==> src/rtl/usb_in_ep_pkg.sv <==
package usb_in_ep_pkg;
    typedef enum logic [1:0] {
        RSP_NAK   = 2'd0,
        RSP_STALL = 2'd1,
        RSP_DATA  = 2'd2,
        RSP_ZLP   = 2'd3
    } rsp_e;

    typedef enum logic [1:0] {
        ST_IDLE     = 2'd0,
        ST_SEND     = 2'd1,
        ST_WAIT_ACK = 2'd2
    } ep_state_e;
endpackage

==> src/rtl/in_ep_buf.sv <==
module in_ep_buf #(
    parameter int DEPTH = 64,
    parameter int DW    = 8,
    localparam int CW   = $clog2(DEPTH + 1),
    localparam int AW   = $clog2(DEPTH)
) (
    input  logic          clk,
    input  logic          rst_n,
    input  logic          wr_en,
    input  logic [DW-1:0] wr_data,
    input  logic          clr,
    input  logic [AW-1:0] rd_idx,
    output logic [DW-1:0] rd_data,
    output logic [CW-1:0] count
);
    logic [DW-1:0] mem [DEPTH];
    logic          full;
    logic          accept;

    assign full    = (count == CW'(DEPTH));
    assign accept  = wr_en && !full;
    assign rd_data = mem[rd_idx];

    // payload storage, no reset needed
    always_ff @(posedge clk) begin
        if (accept) begin
            mem[AW'(count)] <= wr_data;
        end
    end

    always_ff @(posedge clk) begin
        if (!rst_n) begin
            count <= '0;
        end else if (clr) begin
            count <= '0;
        end else if (accept) begin
            count <= count + CW'(1);
        end
    end

    // a write into a full buffer must leave the level unchanged
    assert_no_overflow_R2: assert property (@(posedge clk) disable iff (!rst_n)
        (full && wr_en && !clr) |=> (count == CW'(DEPTH)));
endmodule

==> src/rtl/in_ep_fsm.sv <==
module in_ep_fsm
    import usb_in_ep_pkg::*;
#(
    parameter int DEPTH = 64,
    localparam int CW   = $clog2(DEPTH + 1),
    localparam int AW   = $clog2(DEPTH)
) (
    input  logic          clk,
    input  logic          rst_n,
    input  logic          tok_in,
    input  logic          host_ack,
    input  logic          tx_ready,
    input  logic          fw_ready_set,
    input  logic          fw_flush,
    input  logic          fw_stall_we,
    input  logic          fw_stall_val,
    input  logic          fw_en_we,
    input  logic          fw_en_val,
    input  logic          fw_stall_sent_clr,
    input  logic          fw_irq_clr,
    input  logic [CW-1:0] buf_count,
    output logic [AW-1:0] rd_idx,
    output logic          buf_clr,
    output logic          rsp_valid,
    output logic [1:0]    rsp_code,
    output logic          rsp_data1,
    output logic          tx_valid,
    output logic          tx_last,
    output logic          irq_pulse,
    output logic          st_ready,
    output logic          st_stall,
    output logic          st_en,
    output logic          st_stall_sent,
    output logic          st_irq
);
    ep_state_e     state_q, state_d;
    rsp_e          rspc_q, rsp_sel;
    logic          rspv_q, rsp_fire, stall_fire;
    logic          ready_q, stall_q, en_q, ssent_q, tog_q, irq_q, irqp_q;
    logic [AW-1:0] idx_q;
    logic          tok_live, ack_ok, beat, at_end, flush_ok, irq_evt;

    // ---- event decode ----
    always_comb begin
        ack_ok   = host_ack && (state_q == ST_WAIT_ACK);
        tok_live = tok_in && ((state_q == ST_IDLE) ||
                              ((state_q == ST_WAIT_ACK) && !host_ack));
        at_end   = (CW'(idx_q) == (buf_count - CW'(1)));
        beat     = (state_q == ST_SEND) && tx_ready;
        flush_ok = fw_flush && (buf_count != '0) && (state_q != ST_SEND);
        buf_clr  = flush_ok || ack_ok;
    end

    // ---- next-state and response decision ----
    always_comb begin
        state_d    = state_q;
        rsp_fire   = 1'b0;
        rsp_sel    = RSP_NAK;
        stall_fire = 1'b0;
        unique case (state_q)
            ST_IDLE, ST_WAIT_ACK: begin
                if (ack_ok) begin
                    state_d = ST_IDLE;
                end else if (tok_live && en_q) begin
                    rsp_fire = 1'b1;
                    if (stall_q) begin
                        rsp_sel    = RSP_STALL;
                        stall_fire = 1'b1;
                        state_d    = ST_IDLE;
                    end else if (ready_q && (buf_count == '0)) begin
                        rsp_sel = RSP_ZLP;
                        state_d = ST_WAIT_ACK;
                    end else if (ready_q) begin
                        rsp_sel = RSP_DATA;
                        state_d = ST_SEND;
                    end else begin
                        rsp_sel = RSP_NAK;
                        state_d = ST_IDLE;
                    end
                end
            end
            ST_SEND: begin
                if (beat && at_end) begin
                    state_d = ST_WAIT_ACK;
                end
            end
            default: state_d = ST_IDLE;
        endcase
        irq_evt = flush_ok || ack_ok || stall_fire;
    end

    // ---- state register ----
    always_ff @(posedge clk) begin
        if (!rst_n) begin
            state_q <= ST_IDLE;
            idx_q   <= '0;
            rspv_q  <= 1'b0;
            rspc_q  <= RSP_NAK;
            ready_q <= 1'b0;
            stall_q <= 1'b0;
            en_q    <= 1'b1;
            ssent_q <= 1'b0;
            tog_q   <= 1'b0;
            irq_q   <= 1'b0;
            irqp_q  <= 1'b0;
        end else begin
            state_q <= state_d;
            rspv_q  <= rsp_fire;
            rspc_q  <= rsp_sel;
            if (state_q != ST_SEND) begin
                idx_q <= '0;
            end else if (beat && !at_end) begin
                idx_q <= idx_q + AW'(1);
            end
            if (ack_ok) begin
                ready_q <= 1'b0;
            end else if (fw_ready_set) begin
                ready_q <= 1'b1;
            end
            if (fw_stall_we) begin
                stall_q <= fw_stall_val;
            end
            if (fw_en_we) begin
                en_q <= fw_en_val;
            end
            if (stall_fire) begin
                ssent_q <= 1'b1;
            end else if (fw_stall_sent_clr) begin
                ssent_q <= 1'b0;
            end
            if (fw_stall_we && fw_stall_val) begin
                tog_q <= 1'b0;
            end else if (ack_ok) begin
                tog_q <= !tog_q;
            end
            irqp_q <= irq_evt;
            if (irq_evt) begin
                irq_q <= 1'b1;
            end else if (fw_irq_clr) begin
                irq_q <= 1'b0;
            end
        end
    end

    // ---- outputs ----
    always_comb begin
        tx_valid      = (state_q == ST_SEND);
        tx_last       = (state_q == ST_SEND) && at_end;
        rd_idx        = idx_q;
        rsp_valid     = rspv_q;
        rsp_code      = rspc_q;
        rsp_data1     = tog_q;
        irq_pulse     = irqp_q;
        st_ready      = ready_q;
        st_stall      = stall_q;
        st_en         = en_q;
        st_stall_sent = ssent_q;
        st_irq        = irq_q;
    end

    assert_stall_flags_R6: assert property (@(posedge clk) disable iff (!rst_n)
        (rsp_valid && (rsp_code == 2'd1)) |-> (st_stall_sent && irq_pulse));
    assert_hold_byte_R3: assert property (@(posedge clk) disable iff (!rst_n)
        (tx_valid && !tx_ready) |=> (tx_valid && $stable(rd_idx)));
    assert_silent_off_R7: assert property (@(posedge clk) disable iff (!rst_n)
        (tok_in && !st_en && !tx_valid) |=> !rsp_valid);
    assert_ready_by_ack_R4: assert property (@(posedge clk) disable iff (!rst_n)
        $fell(st_ready) |-> $past(host_ack));
    assert_nak_quiet_R8: assert property (@(posedge clk) disable iff (!rst_n)
        (rsp_valid && (rsp_code == 2'd0) && !$past(fw_flush)) |-> !irq_pulse);
    assert_irq_flag_R10: assert property (@(posedge clk) disable iff (!rst_n)
        irq_pulse |-> st_irq);
endmodule

==> src/rtl/usb_in_ep_ctrl.sv <==
module usb_in_ep_ctrl #(
    parameter int DEPTH = 64,
    parameter int DW    = 8,
    localparam int CW   = $clog2(DEPTH + 1),
    localparam int AW   = $clog2(DEPTH)
) (
    input  logic          clk,
    input  logic          rst_n,
    input  logic          fw_byte_we,
    input  logic [DW-1:0] fw_byte,
    input  logic          fw_ready_set,
    input  logic          fw_flush,
    input  logic          fw_stall_we,
    input  logic          fw_stall_val,
    input  logic          fw_en_we,
    input  logic          fw_en_val,
    input  logic          fw_stall_sent_clr,
    input  logic          fw_irq_clr,
    input  logic          tok_in,
    input  logic          host_ack,
    input  logic          tx_ready,
    output logic          rsp_valid,
    output logic [1:0]    rsp_code,
    output logic          rsp_data1,
    output logic          tx_valid,
    output logic [DW-1:0] tx_data,
    output logic          tx_last,
    output logic          irq_pulse,
    output logic          st_ready,
    output logic          st_stall,
    output logic          st_en,
    output logic          st_stall_sent,
    output logic          st_irq,
    output logic [CW-1:0] st_count
);
    logic [AW-1:0] rd_idx;
    logic          buf_clr;
    logic          buf_wr;

    // loading is locked once the packet is handed to hardware
    assign buf_wr = fw_byte_we && !st_ready;

    in_ep_buf #(.DEPTH(DEPTH), .DW(DW)) buf_i (
        .clk     (clk),
        .rst_n   (rst_n),
        .wr_en   (buf_wr),
        .wr_data (fw_byte),
        .clr     (buf_clr),
        .rd_idx  (rd_idx),
        .rd_data (tx_data),
        .count   (st_count)
    );

    in_ep_fsm #(.DEPTH(DEPTH)) fsm_i (
        .clk               (clk),
        .rst_n             (rst_n),
        .tok_in            (tok_in),
        .host_ack          (host_ack),
        .tx_ready          (tx_ready),
        .fw_ready_set      (fw_ready_set),
        .fw_flush          (fw_flush),
        .fw_stall_we       (fw_stall_we),
        .fw_stall_val      (fw_stall_val),
        .fw_en_we          (fw_en_we),
        .fw_en_val         (fw_en_val),
        .fw_stall_sent_clr (fw_stall_sent_clr),
        .fw_irq_clr        (fw_irq_clr),
        .buf_count         (st_count),
        .rd_idx            (rd_idx),
        .buf_clr           (buf_clr),
        .rsp_valid         (rsp_valid),
        .rsp_code          (rsp_code),
        .rsp_data1         (rsp_data1),
        .tx_valid          (tx_valid),
        .tx_last           (tx_last),
        .irq_pulse         (irq_pulse),
        .st_ready          (st_ready),
        .st_stall          (st_stall),
        .st_en             (st_en),
        .st_stall_sent     (st_stall_sent),
        .st_irq            (st_irq)
    );
endmodule

==> config.mk <==
export PLATFORM = sky130hd
export DESIGN_NAME = usb_in_ep_ctrl
export DESIGN_NICKNAME = d
export VERILOG_FILES = /design/src/rtl/usb_in_ep_pkg.sv /design/src/rtl/in_ep_buf.sv /design/src/rtl/in_ep_fsm.sv /design/src/rtl/usb_in_ep_ctrl.sv
export SDC_FILE = /design/constraint.sdc
export NUM_CORES = 1
export LEC_CHECK = 0
export BUFFER_PORTS_ARGS = -buffer_cell sky130_fd_sc_hd__buf_2
export CAP_MARGIN = 20
export CORE_MARGIN = 3
export CORE_UTILIZATION = 58
export CTS_BUF_LIST = sky130_fd_sc_hd__clkbuf_4
export DETAILED_ROUTE_END_ITERATION = 7
export PLACE_DENSITY_LB_ADDON = 0.12
export SETUP_SLACK_MARGIN = 0.5
export SYNTH_ARGS = -nofsm -noshare
export SYNTH_HDL_FRONTEND = slang
export SYNTH_HIERARCHICAL = 1
export SYNTH_SLANG_ARGS = --single-unit
export TNS_END_PERCENT = 100
==> constraint.sdc <==
create_clock -name clk -period 2.35 [get_ports clk]
set_input_delay 0.235 -clock clk [delete_from_list [all_inputs] [get_ports clk]]
set_output_delay 0.235 -clock clk [all_outputs]
set_load 0.005 [all_outputs]
# Word-level counts from Yosys, hierarchy flattened
# Memory sizes are Yosys's and may differ from the RTL's. A register that Yosys moved wholly into a read port is not among the register bits.
# Index checks and enable logic that the tools add are counted.
# totals
reg_bits	25
mem_bits_rw	512
output_inout_bits	27
n_memories	1
# mem_list
name	words	width	read_ports	rd_clocked_by_memory_dff	wr	line_no	rtl
buf_i.mem	64	8	1	1	1	in_ep_buf.sv:16	logic [DW-1:0] mem [DEPTH];
# classes
addsub	3
eq_ne	7
n_mux	23
bitwise_logic	3
n_reduce_logical	36
# ops
cell	n
$logic_and 1x1->1	14
$mux 2	7
$mux 1	13
$mux 6	2
$reduce_or 2->1	5
$add 7x1->7 const B	1
$eq 6x7->1	1
$eq 7x7->1 const B	1
$logic_not 7->1	1
$reduce_bool 7->1	1
$sub 7x1->7 const B	1
$add 6x1->6 const B	1
$logic_not 1->1	5
$reduce_or 5->1	1
$ne 2x1->1 const B	2
$pmux 2 s2	1
$reduce_bool 2->1	2
$reduce_or 4->1	1
$logic_or 1x1->1	3
$ne 3x1->1 const B	1
$not 1->1	3
$reduce_or 3->1	1
$eq 2x1->1 const B	1
$eq 2x2->1 const B	1
2 further kinds	2

# Depth between registers and ports, before layout
# Gate-level depths: netlist of run 1.
# depth
ltp_word	10
depth_mapped	9

# Cells and area by module
# Netlist of run 1, hierarchy kept.
# by_module_without_submodules
mod	instances	cells_each	area_per_inst_um2	seq_area_each_um2
in_ep_buf	1	988	20333.3	15514.9
in_ep_fsm	1	114	1018.5	360.3
usb_in_ep_ctrl	1	1	13.8	0.0

# Least setup slack after synthesis of run 1
# No wires, ideal clock.
# synth_timing
kind	register to register
startpoint	register buf_i.count[3]
endpoint	memory buf_i.mem[59][0] (enable)
t_arrival_ns	1.962
setup_slack_ns	0.017
path_stages_with_launch	8
n_path_buf	2
synth_period_minus_slack_ns	2.333
cell_sequence	dfxtp_1 -> buf_2 -> or3_1 -> buf_2 -> nor2_1 -> nor3b_1 -> nand3_1 -> nor2_1
# synth_via
elab_chain_len	5
# synth_rtl
element	line_no	rtl
start, declared	in_ep_buf.sv:14	output logic [CW-1:0] count
start signal, assigned	in_ep_buf.sv:37	count <= count + CW'(1);
$eq 7x7->1	in_ep_buf.sv:20	assign full = (count == CW'(DEPTH));
$logic_not 1->1	in_ep_buf.sv:21	assign accept = wr_en && !full;
$logic_and 1x1->1	in_ep_buf.sv:21	
$mux 1	in_ep_buf.sv:26	if (accept) begin
$mux 1 (not written as such)	in_ep_buf.sv:27	mem[AW'(count)] <= wr_data;
end, declared	in_ep_buf.sv:16	
# Several ways; a longest one is shown, not always the timed one.

==> results of run 1 <==
## layout by cell type (no fill, tap or decap), types with 26 or more instances in the layout
cell,instances
edfxtp_1,512
buf_12,58
nand2_1,33
mux4_2,123
nor2_4,40
clkbuf_4,189
nor2_1,41
buf_6,26
buf_2,47
buf_4,122
## power by group
part | total (mW) | leakage, nW | internal (mW) | switching (mW)
combinational | 0.726 | 3.14 | 0.304 | 0.422
sequential | 10.5 | 4.82 | 10.5 | 0.0198
clock | 7.58 | 0.971 | 4.00 | 3.58
total | 18.8 | 8.93 | 14.8 | 4.02
## per-stage QoR
stage / util / instance area (um^2) / std cells
after floorplan: - / 21800 / 1103
after global placement: 0.650 / 23300 / 1675
after detailed placement: 0.650 / 23300 / 1675
after CTS: 0.749 / 26900 / 1998
after global routing: 0.758 / 27200 / 2014
final: 0.758 / 27200 / 2014
## critical path: stages, from the launching register on
cell and delay (ns):
dfxtp_4 0.41, buf_6 0.12, buf_12 0.12, mux4_2 0.57, a22oi_2 0.24, buf_4 0.16, o31a_1 0.20, o2111ai_2 0.14
buf_2 0.16
## how the worst min path moves through the flow
stage / end / cells past startpoint
2_1_floorplan: buf_i/mem[0][0] / 0
3_3_place_gp: fsm_i/st_irq / 2
3_5_place_dp: fsm_i/st_irq / 2
4_1_cts: buf_i/mem[0][6] / 2
5_1_grt: buf_i/mem[0][6] / 2
6_report: buf_i/mem[0][6] / 2
## repair_timing
item | 4_1_cts | 5_1_grt
cloned | 5 | 1
hold buffers | 25 | 0
endpoints found under the setup margin | 369 | 382
pin swaps | 63 | 35
hold endpoints to repair | 152 | 0
buffers inserted | 74 | 14
gates resized for setup | 134 | 31
## layout make-up
class | instances | area (um^2) | share of cell area
Antenna cell | 1 | 2.50 | 0.0000920
Clock inverter | 30 | 198 | 0.00727
Multi-Input combinational cell | 498 | 5960 | 0.219
Clock buffer | 189 | 1420 | 0.0521
Timing Repair Buffer | 287 | 3090 | 0.113
Inverter | 11 | 52.6 | 0.00193
Tap cell | 461 | 577 | 0.0212
Sequential cell | 537 | 15900 | 0.585
## metal layers
metal  vias up  share of wire  GRT usage
li1       5304              -          -
met3        89          0.092     0.0757
met4         0          0.020     0.0881
met5         -              0          0
met1      6327           0.39      0.389
met2       626           0.50      0.448
## sequential cells by signal, summed over array words and instances, names as in the netlist
register / count
fsm_i/irq_pulse: 1
fsm_i/st_en: 1
fsm_i/st_stall_sent: 1
fsm_i/rsp_code: 2
buf_i/mem: 512
fsm_i/rd_idx: 6
fsm_i/state_q: 2
fsm_i/rsp_valid: 1
fsm_i/st_ready: 1
fsm_i/rsp_data1: 1
fsm_i/st_stall: 1
buf_i/count: 7
fsm_i/st_irq: 1
## kinds of logic after synthesis
group | Yosys count | synth area share
simple gates | 218 | 0.0511
buf+inv | 68 | 0.0189
xor+xnor | 14 | 0.00574
fa+ha+maj | 5 | 0.00293
flops | 537 | 0.743
mux | 148 | 0.142
compound gates | 113 | 0.0363
==> flow_summary.yaml, run 1 <==
route:
  drt_pre_antenna_iters: 7
  wl_per_cell_um: 26.4
  antenna_left: 0
  wl_um: 53100
  drt-initial-drc-count: 1327
  vias: 12300
  viasPerCell: 6.13
  drc: 0
timing:
  period_minus_slack_ns: 3.15
  fin_hold_ws_ns: 0.114
  worst_slack_ns: -0.799
  setup_tns_ns: -6.29
  relSlewSlack: 0.500
  rsz0062_at_grt: "true"
  hold_violations: 0
  finalMaxSlewViolations: 0
  fin_crit_sh: 1.34
  setup_viol: 9
  worst_pin_slew_ns: 0.750
  fmax_mhz: 318
  skew_ns: 0.0481
critical_path:
  crit_end: "tx_data[4]"
  critPathKind: "reg -> out"
  r2r-end: "buf_i/mem[26][2]"
  critical_path_required_ns: 2.12
  rrSetupSlack_ns: 0.20
  crit_arrival_ns: 2.91
  crit_path_end_kind: "output pin"
  worstPathMaxFanout: 7
  r2r-start: "buf_i/count[1]"
  rr_worst_depth: 10
  startpoint_type: "flop"
  cp-startpoint: "fsm_i/rd_idx[0]"
clock_network:
  clock-root-buffer: "clkbuf_4"
  tritoncts_num_sinks: 537
  clk_pin_slew_worst_paths_ns: 0.07
  cts_inserted_buffers: 134
  clkLatencyLatePin_ns: 0.82
  cts-htree-levels: 4
  cts_tree: "built"
  cts_max_path_buffers: 3
die:
  initial_core_util: 0.595
  die_area_um2: 39200
  die_x_um: 198
  die-height_um: 198
  rows: 69
  top_level_ports: 49
  core_um2: 35900
synth:
  synth_area_leaders: "edfxtp_1 (72%), mux4_2 (13%), dfxtp_1 (2.3%), nor2_1 (1.6%), mux2i_1 (0.75%)"
  ys_seq_area_frac: 0.743
  netlist_area_um2: 21400
  post-synth-top-area-cell: "edfxtp_1"
  synth.avg_cell_area_um2: 19.4
  syn_nets: 1130
  synth_edf_count: 512
  post-synth-top-count-cell: "edfxtp_1"
  synthFlopType: "edfxtp_1"
  async_reset_ff_frac: 0
  synth_commonest_cells: "edfxtp_1 (512), mux4_2 (122), nor2_1 (89)"
  synth_top_area_share: 0.720
  yosysWarningCount: 6
  ys_types: 65
  syn_inst: 1103
  ys_ff_latch: 537
grt:
  grt_pass1_vias: 12900
  antenna_found_initial: 1
  grt_first_pass_wirelength_um: 79700
  track_usage: 0.281
  grt_max_degree: 65
  overflow: 0
placement:
  io_buffers: 48
  gp_congestion: 0.828
  pre_cts_slack_ns: -0.123
  dp_hpwl_um: 32000
power:
  p_per_area_nw_per_um2: 692
  leakage_nw: 8.93
  ir_drop_mv: 0.593
  power_mw: 18.8
hold_path:
  hold_path_startpoint: "fw_byte[6]"
  hold_path_class: "in -> reg"
cells_and_area:
  nFillCells: 2012
  syn2layout_area_growth_pct: 27.4
  final_layout_size_suffix_gt1_frac: 0.486
  fin_nets: 1496
status:
  status: "finished with violations"
  violations: "setup timing"
job:
  drv_cap: 0
(Power assumes the default switching activity.)
==> inputs of run 2 (changes only) <==
Settings changed: CELL_PAD_IN_SITES_DETAIL_PLACEMENT set to 2, CELL_PAD_IN_SITES_GLOBAL_PLACEMENT set to 2, CORE_UTILIZATION 58 to 46, GPL_ROUTABILITY_DRIVEN set to 0.
==> run 2 against run 1 <==
  * The run still ends with setup timing left
  * Fmax down 14%
  * Critical path depth down 1
  * Sequential power about the same
  * Combinational power is 15% higher
  * Worst setup slack got worse by 0.51 ns
  * Power increased by 12%
  * Sequential cell count is the same
  * Highest routed layer is now met5
  * Critical path type unchanged
  * Final cell count is 9.7% higher
==> flow_summary.yaml, run 2 (synthesis gave the netlist of run 1 again) <==
status:
  status: "finished with violations"
  violations: "setup timing"
clock_network:
  cts_max_path_buffers: 3
  cts_inserted_buffers: 142
  clk_pin_slew_worst_paths_ns: 0.09
  cts_tree: "built"
  clkLatencyLatePin_ns: 1.08
  clock-root-buffer: "clkbuf_4"
  cts-htree-levels: 4
  tritoncts_num_sinks: 537
die:
  die-height_um: 222
  top_level_ports: 49
  rows: 78
  initial_core_util: 0.468
  core_um2: 45700
  die_x_um: 222
  die_area_um2: 49100
cells_and_area:
  nFillCells: 3733
  layout_commonest_cell: "edfxtp_1"
  layout_common_cells: "edfxtp_1 (512), clkbuf_4 (199), buf_4 (158)"
  largest_reg_flops: 512
  fin_nets: 1528
  multi_input_area_um2: 5950
  top_register: "buf_i/mem"
  ff_latch_area_um2: 15900
  design_area_um2: 27500
  final_layout_size_suffix_gt1_frac: 0.490
  final_cells: 2210
  syn2layout_area_growth_pct: 28.9
  final_util: 0.603
job:
  drv_cap: 0
critical_path:
  critPathSlowestCell: "mux4_2"
  crit_chain: "buf_16 > mux4_2 > mux2i_1 > a21oi_2 > o211ai_1 > o2111ai_2 > buf_2"
  rrSetupSlack_ns: -0.13
  cpPeakStageDelay_ns: 0.57
  path_delay_family: "multiplexers"
  crit_path_end_kind: "output pin"
  crit_arrival_ns: 3.42
  startpoint_type: "flop"
  critical_path_required_ns: 2.12
  worstPathMaxFanout: 16
  critPathKind: "reg -> out"
  path_buf_inv: 2
power:
  power_mw: 21.2
  leakage_nw: 9.09
  power.switching_mw: 5.80
  seqPwrFrac: 0.497
  p_comb_frac: 0.039
  p_per_area_nw_per_um2: 768
  p_clk_frac: 0.463
  p_int_mw: 15.4
  swShare: 0.274
  ir_drop_mv: 0.509
route:
  drc: 0
  drt_pre_antenna_iters: 5
  drt-initial-drc-count: 2065
  wl_um: 93800
  vias: 14600
  antenna_left: 0
  viasPerCell: 6.61
  wl_per_cell_um: 42.5
placement:
  placed_cell_area_um2: 23700
  place_inst: 1845
  pre_cts_slack_ns: -0.309
  io_buffers: 48
  dp_hpwl_um: 43900
grt:
  grt_max_degree: 65
  overflow: 0
  grt_first_pass_wirelength_um: 117000
  antenna_found_initial: 5
  grt_pass1_vias: 14900
  track_usage: 0.339
timing:
  fmax_mhz: 274
  fin_crit_sh: 1.56
  relSlewSlack: 0.231
  rsz0062_at_grt: "true"
  hold_violations: 0
  worst_pin_slew_ns: 1.15
  fin_hold_ws_ns: 0.0978
  skew_ns: 0.0635
  worst_slack_ns: -1.31
  finalMaxSlewViolations: 0
  setup_viol: 15
  period_minus_slack_ns: 3.66
  setup_tns_ns: -11.28
hold_path:
  hold_path_class: "in -> reg"
[run 2: cell count changes in the layout (fill, tap and decap cells not counted), sizes merged]
cell,change
diode,+8
bufinv,+3
buf,+16
clkinv,+14
inv,-2
dlygate4sd3,+6
dlymetal6s2s,+1
clkbuf,+11
[run 2: layout make-up]
class,count,share of cell area
Timing Repair Buffer,311,0.109
Clock buffer,199,0.0543
Antenna cell,9,0.000818
Inverter,11,0.00177
Sequential cell,537,0.578
Tap cell,600,0.0273
Multi-Input combinational cell,498,0.216
Clock inverter,45,0.0124
[run 2: worst reg2reg max path: cells and delay by family (launching register included)]
| family | cells | cell delay [ns] |
|---|---|---|
| simple gates | 2 | 0.64 |
| buf+inv | 4 | 0.57 |
| flops | 1 | 0.38 |
| fa+ha+maj | 1 | 0.29 |
| mux | 1 | 0.24 |
| xor+xnor | 1 | 0.15 |
| compound gates | 1 | 0.09 |
[run 2: metal layers]
metal	vias up	GRT usage	share of wire
met5	-	0	0.00011
met4	2	0.154	0.063
met3	362	0.0886	0.091
met2	1174	0.554	0.49
met1	7705	0.429	0.35
li1	5372	-	-
[run 2: worst paths after layout]
check,cells past startpoint,endpoint,start
setup / recovery,7,tx_data[4],fsm_i/rd_idx[0]
hold / removal,4,fsm_i/state_q[1],tx_ready
setup reg to reg,10,fsm_i/rd_idx[5],buf_i/count[1]
hold reg to reg,2,fsm_i/st_irq,fsm_i/st_irq
[run 2: repair_timing]
action | CTS | global route
endpoints found under the hold margin | 480 | 0
setup buffers | 40 | 36
gates resized for setup | 89 | 72
pin swaps | 36 | 52
gates cloned | 2 | 2
hold buffers | 32 | 0
endpoints found under the setup margin | 367 | 527
[run 2: power by group through the flow]
stage	Sequential [mW]	Clock (mW)	Combinational, mW
2_1_floorplan	10.7	0	0.220
3_3_place_gp	10.7	0	0.525
3_5_place_dp	10.7	0	0.564
4_1_cts	10.5	8.97	0.685
5_1_grt	10.5	10.1	0.856
6_report	10.5	9.80	0.833
==> inputs of run 3 (changes only) <==
Settings changed: CORE_UTILIZATION 46 to 51, SLEW_MARGIN set to 20.
Clock period 2.35 ns to 3.6 ns, I/O delays scaled along.
==> run 3 against run 2 <==
  * The flow now stops in detailed placement
  * Synthesized cell count stayed put
  * Synthesized area unchanged
==> flow_summary.yaml, run 3 <==
status:
  status: "did not finish"
  lastStage: "detailed placement"
  error: "[ERROR DPL-0033] detailed placement checks failed during check placement."
synth:
  syn_inst: 1103
  synth_compound_area_frac: 0.0363
  syn_nets: 1130
  synth-xor-area-share: 0.00574
  synth_top_area_share: 0.720
  synth_commonest_cells: "edfxtp_1 (512), mux4_2 (122), nor2_1 (89)"
  synth_simple_gate_area_share: 0.0511
  async_reset_ff_frac: 0
  ys_types: 65
  synth-adder-area-share: 0.00293
  synth_top_family_by_area: "multiplexers"
  post-synth-top-area-cell: "edfxtp_1"
  synthFlopType: "edfxtp_1"
  synth.avg_cell_area_um2: 19.4
  ys_seq_area_frac: 0.743
  ys_ff_latch: 537
  synth_edf_count: 512
  yosysWarningCount: 6
  post-synth-top-count-cell: "edfxtp_1"
  netlist_area_um2: 21400
  synthMuxAreaShare: 0.142
  synth_area_leaders: "edfxtp_1 (72%), mux4_2 (13%), dfxtp_1 (2.3%), nor2_1 (1.6%), mux2i_1 (0.75%)"
die:
  die_x_um: 211
  top_level_ports: 49
  rows: 74
  die-height_um: 211
  initial_core_util: 0.520
placement:
  io_buffers: 48
  dp_hpwl_um: 44900
## run 3: cell counts after synthesis
Identical to the previous run, type by type.
## run 3: cells by family after synthesis
group                    count (synthesis)
buffers and inverters                   68
AO/OA/AOI/OAI                          113
AND/OR/NAND/NOR                        218
flip-flops                             537
XOR/XNOR                                14
adder cells (fa/ha/maj)                  5
multiplexers                           148
## run 3: through the flow
step              setup WS [ns]  hold WS, ns  std cells
global placement          0.730        0.438       1712
floorplan                  1.27        0.448       1103
==> inputs of run 4 (changes only) <==
Settings changed: CELL_PAD_IN_SITES_DETAIL_PLACEMENT 2 to unset, CELL_PAD_IN_SITES_GLOBAL_PLACEMENT 2 to unset, CORE_UTILIZATION 51 to 40, CTS_BUF_LIST sky130_fd_sc_hd__clkbuf_4 to unset, PLACE_DENSITY_LB_ADDON 0.12 to 0.15, SETUP_SLACK_MARGIN 0.5 to unset.
==> run 4 against run 3 <==
  * The run now ends clean
==> flow_summary.yaml, run 4 (synthesis gave the netlist of run 1 again) <==
timing:
  rsz0062_at_grt: "false"
  relSlewSlack: 0.358
  period_minus_slack_ns: 3.56
  setup_tns_ns: 0
  skew_ns: 0.0134
  fmax_mhz: 281
  worst_pin_slew_ns: 0.963
  setup_viol: 0
  finalMaxSlewViolations: 0
  fin_crit_sh: 0.988
  hold_violations: 0
cells_and_area:
  final_layout_size_suffix_gt1_frac: 0.292
  layout_common_cells: "edfxtp_1 (512), mux4_2 (122), buf_4 (94)"
  largest_reg_flops: 512
  layout_commonest_cell: "edfxtp_1"
  nFillCells: 4434
  ff_latch_area_um2: 15900
  top_register: "buf_i/mem"
  n_antenna_cell: 0
  syn2layout_area_growth_pct: 16.3
  multi_input_area_um2: 5090
  fin_nets: 1286
route:
  wl_um: 54200
  wl_per_cell_um: 27.2
  drc: 0
  viasPerCell: 5.56
  drt_pre_antenna_iters: 5
  antenna_left: 0
  vias: 11100
  drt-initial-drc-count: 999
hold_path:
  hold_path_startpoint: "fw_stall_val"
  min_to: "fsm_i/st_stall"
  hold_path_class: "in -> reg"
  holdPathStages: 3
critical_path:
  rr_worst_depth: 9
  worstPathMaxFanout: 17
  cp-startpoint: "fsm_i/rd_idx[1]"
  critical_path_required_ns: 3.24
  crit_path_end_kind: "output pin"
  crit_arrival_ns: 3.20
  r2r-start: "buf_i/count[0]"
  rrSetupSlack_ns: 0.61
  critPathKind: "reg -> out"
  r2r-end: "buf_i/mem[16][7]"
  startpoint_type: "flop"
clock_network:
  tritoncts_num_sinks: 537
  cts_inserted_buffers: 57
  cts_max_path_buffers: 3
  clock-root-buffer: "clkbuf_16"
  cts-htree-levels: 2
  cts_tree: "built"
  clk_pin_slew_worst_paths_ns: 0.06
  clkLatencyLatePin_ns: 0.61
die:
  initial_core_util: 0.406
  die-height_um: 237
  core_um2: 52700
  die_x_um: 237
  rows: 84
  die_area_um2: 56200
  top_level_ports: 49
status:
  status: "finished clean"
grt:
  overflow: 0
  grt_pass1_vias: 11400
  grt_max_degree: 45
  track_usage: 0.195
  antenna_found_initial: 1
  grt_first_pass_wirelength_um: 79400
power:
  p_int_mw: 10.4
  p_comb_frac: 0.025
  p_per_area_nw_per_um2: 522
  leakage_nw: 7.82
  swShare: 0.201
  ir_drop_mv: 0.338
  power.switching_mw: 2.61
  seqPwrFrac: 0.530
  p_clk_frac: 0.445
  power_mw: 13.0
placement:
  dp_hpwl_um: 35300
  io_buffers: 48
job:
  drv_cap: 0
==> run 4: metrics by stage <==
stage / setup slack [ns] / hold WS [ns] / instances / instance area (um^2) / util
after floorplan: 1.27 / 0.448 / 1103 / 21400 / -
after global placement: 0.387 / 0.441 / 1882 / 22900 / 0.436
after detailed placement: 0.425 / 0.448 / 1882 / 22900 / 0.436
after CTS: 0.0152 / 0.0149 / 1991 / 24800 / 0.472
after global routing: 0.000466 / 0.0593 / 1991 / 24900 / 0.472
final: 0.0428 / 0.0397 / 1991 / 24900 / 0.472
==> run 4: routing by layer <==
metal / wire, um / share of wire / GRT usage / vias up
met5: 0 / 0 / 0 / -
met2: 25800 / 0.48 / 0.308 / 296
met4: 1490 / 0.027 / 0.0614 / 0
li1: - / - / - / 4818
met3: 2800 / 0.052 / 0.0288 / 93
met1: 24200 / 0.45 / 0.281 / 5869
==> run 4: repair_timing <==
item,4_1_cts,5_1_grt
endpoints found under the hold margin,3,0
setup endpoints to repair,6,3
hold buffers,5,0
buffers inserted,1,0
gates resized for setup,2,1
gates cloned,0,0
==> run 4: power groups by stage <==
stage	combinational (mW)	clock, mW	sequential (mW)
finish	0.322	5.78	6.88
global route	0.350	6.13	6.88
CTS	0.328	5.89	6.88
global placement	0.317	0	7.01
detailed placement	0.322	0	7.01
floorplan	0.122	0	7.01
==> run 4: how the worst max path moves through the flow <==
stage                       end  slack, ns  depth (start not counted)
6_report             tx_data[0]       0.04                          8
5_1_grt              tx_data[0]     0.0005                          8
4_1_cts              tx_data[4]       0.02                          6
3_5_place_dp         tx_data[4]       0.43                          6
3_3_place_gp         tx_data[4]       0.39                          6
2_1_floorplan  buf_i/mem[59][0]       1.27                          7
==> run 4: area by class of cell <==
class,instances,share of cell area
multi-input cells,498,0.205
clock inverters,30,0.0119
repair buffers,154,0.0460
inverters,11,0.00166
clock buffers,73,0.0615
flip-flops and latches,537,0.639
well taps,688,0.0346
==> run 4: worst max-delay path, stage by stage, from the launching register on <==
cell and delay [ns]:
dfxtp_4 0.61, buf_4 0.37, buf_4 0.25, mux4_2 0.23
nand2_1 0.07, a31oi_1 0.27, a21oi_1 0.10, o2bb2ai_1 0.44
buf_2 0.21
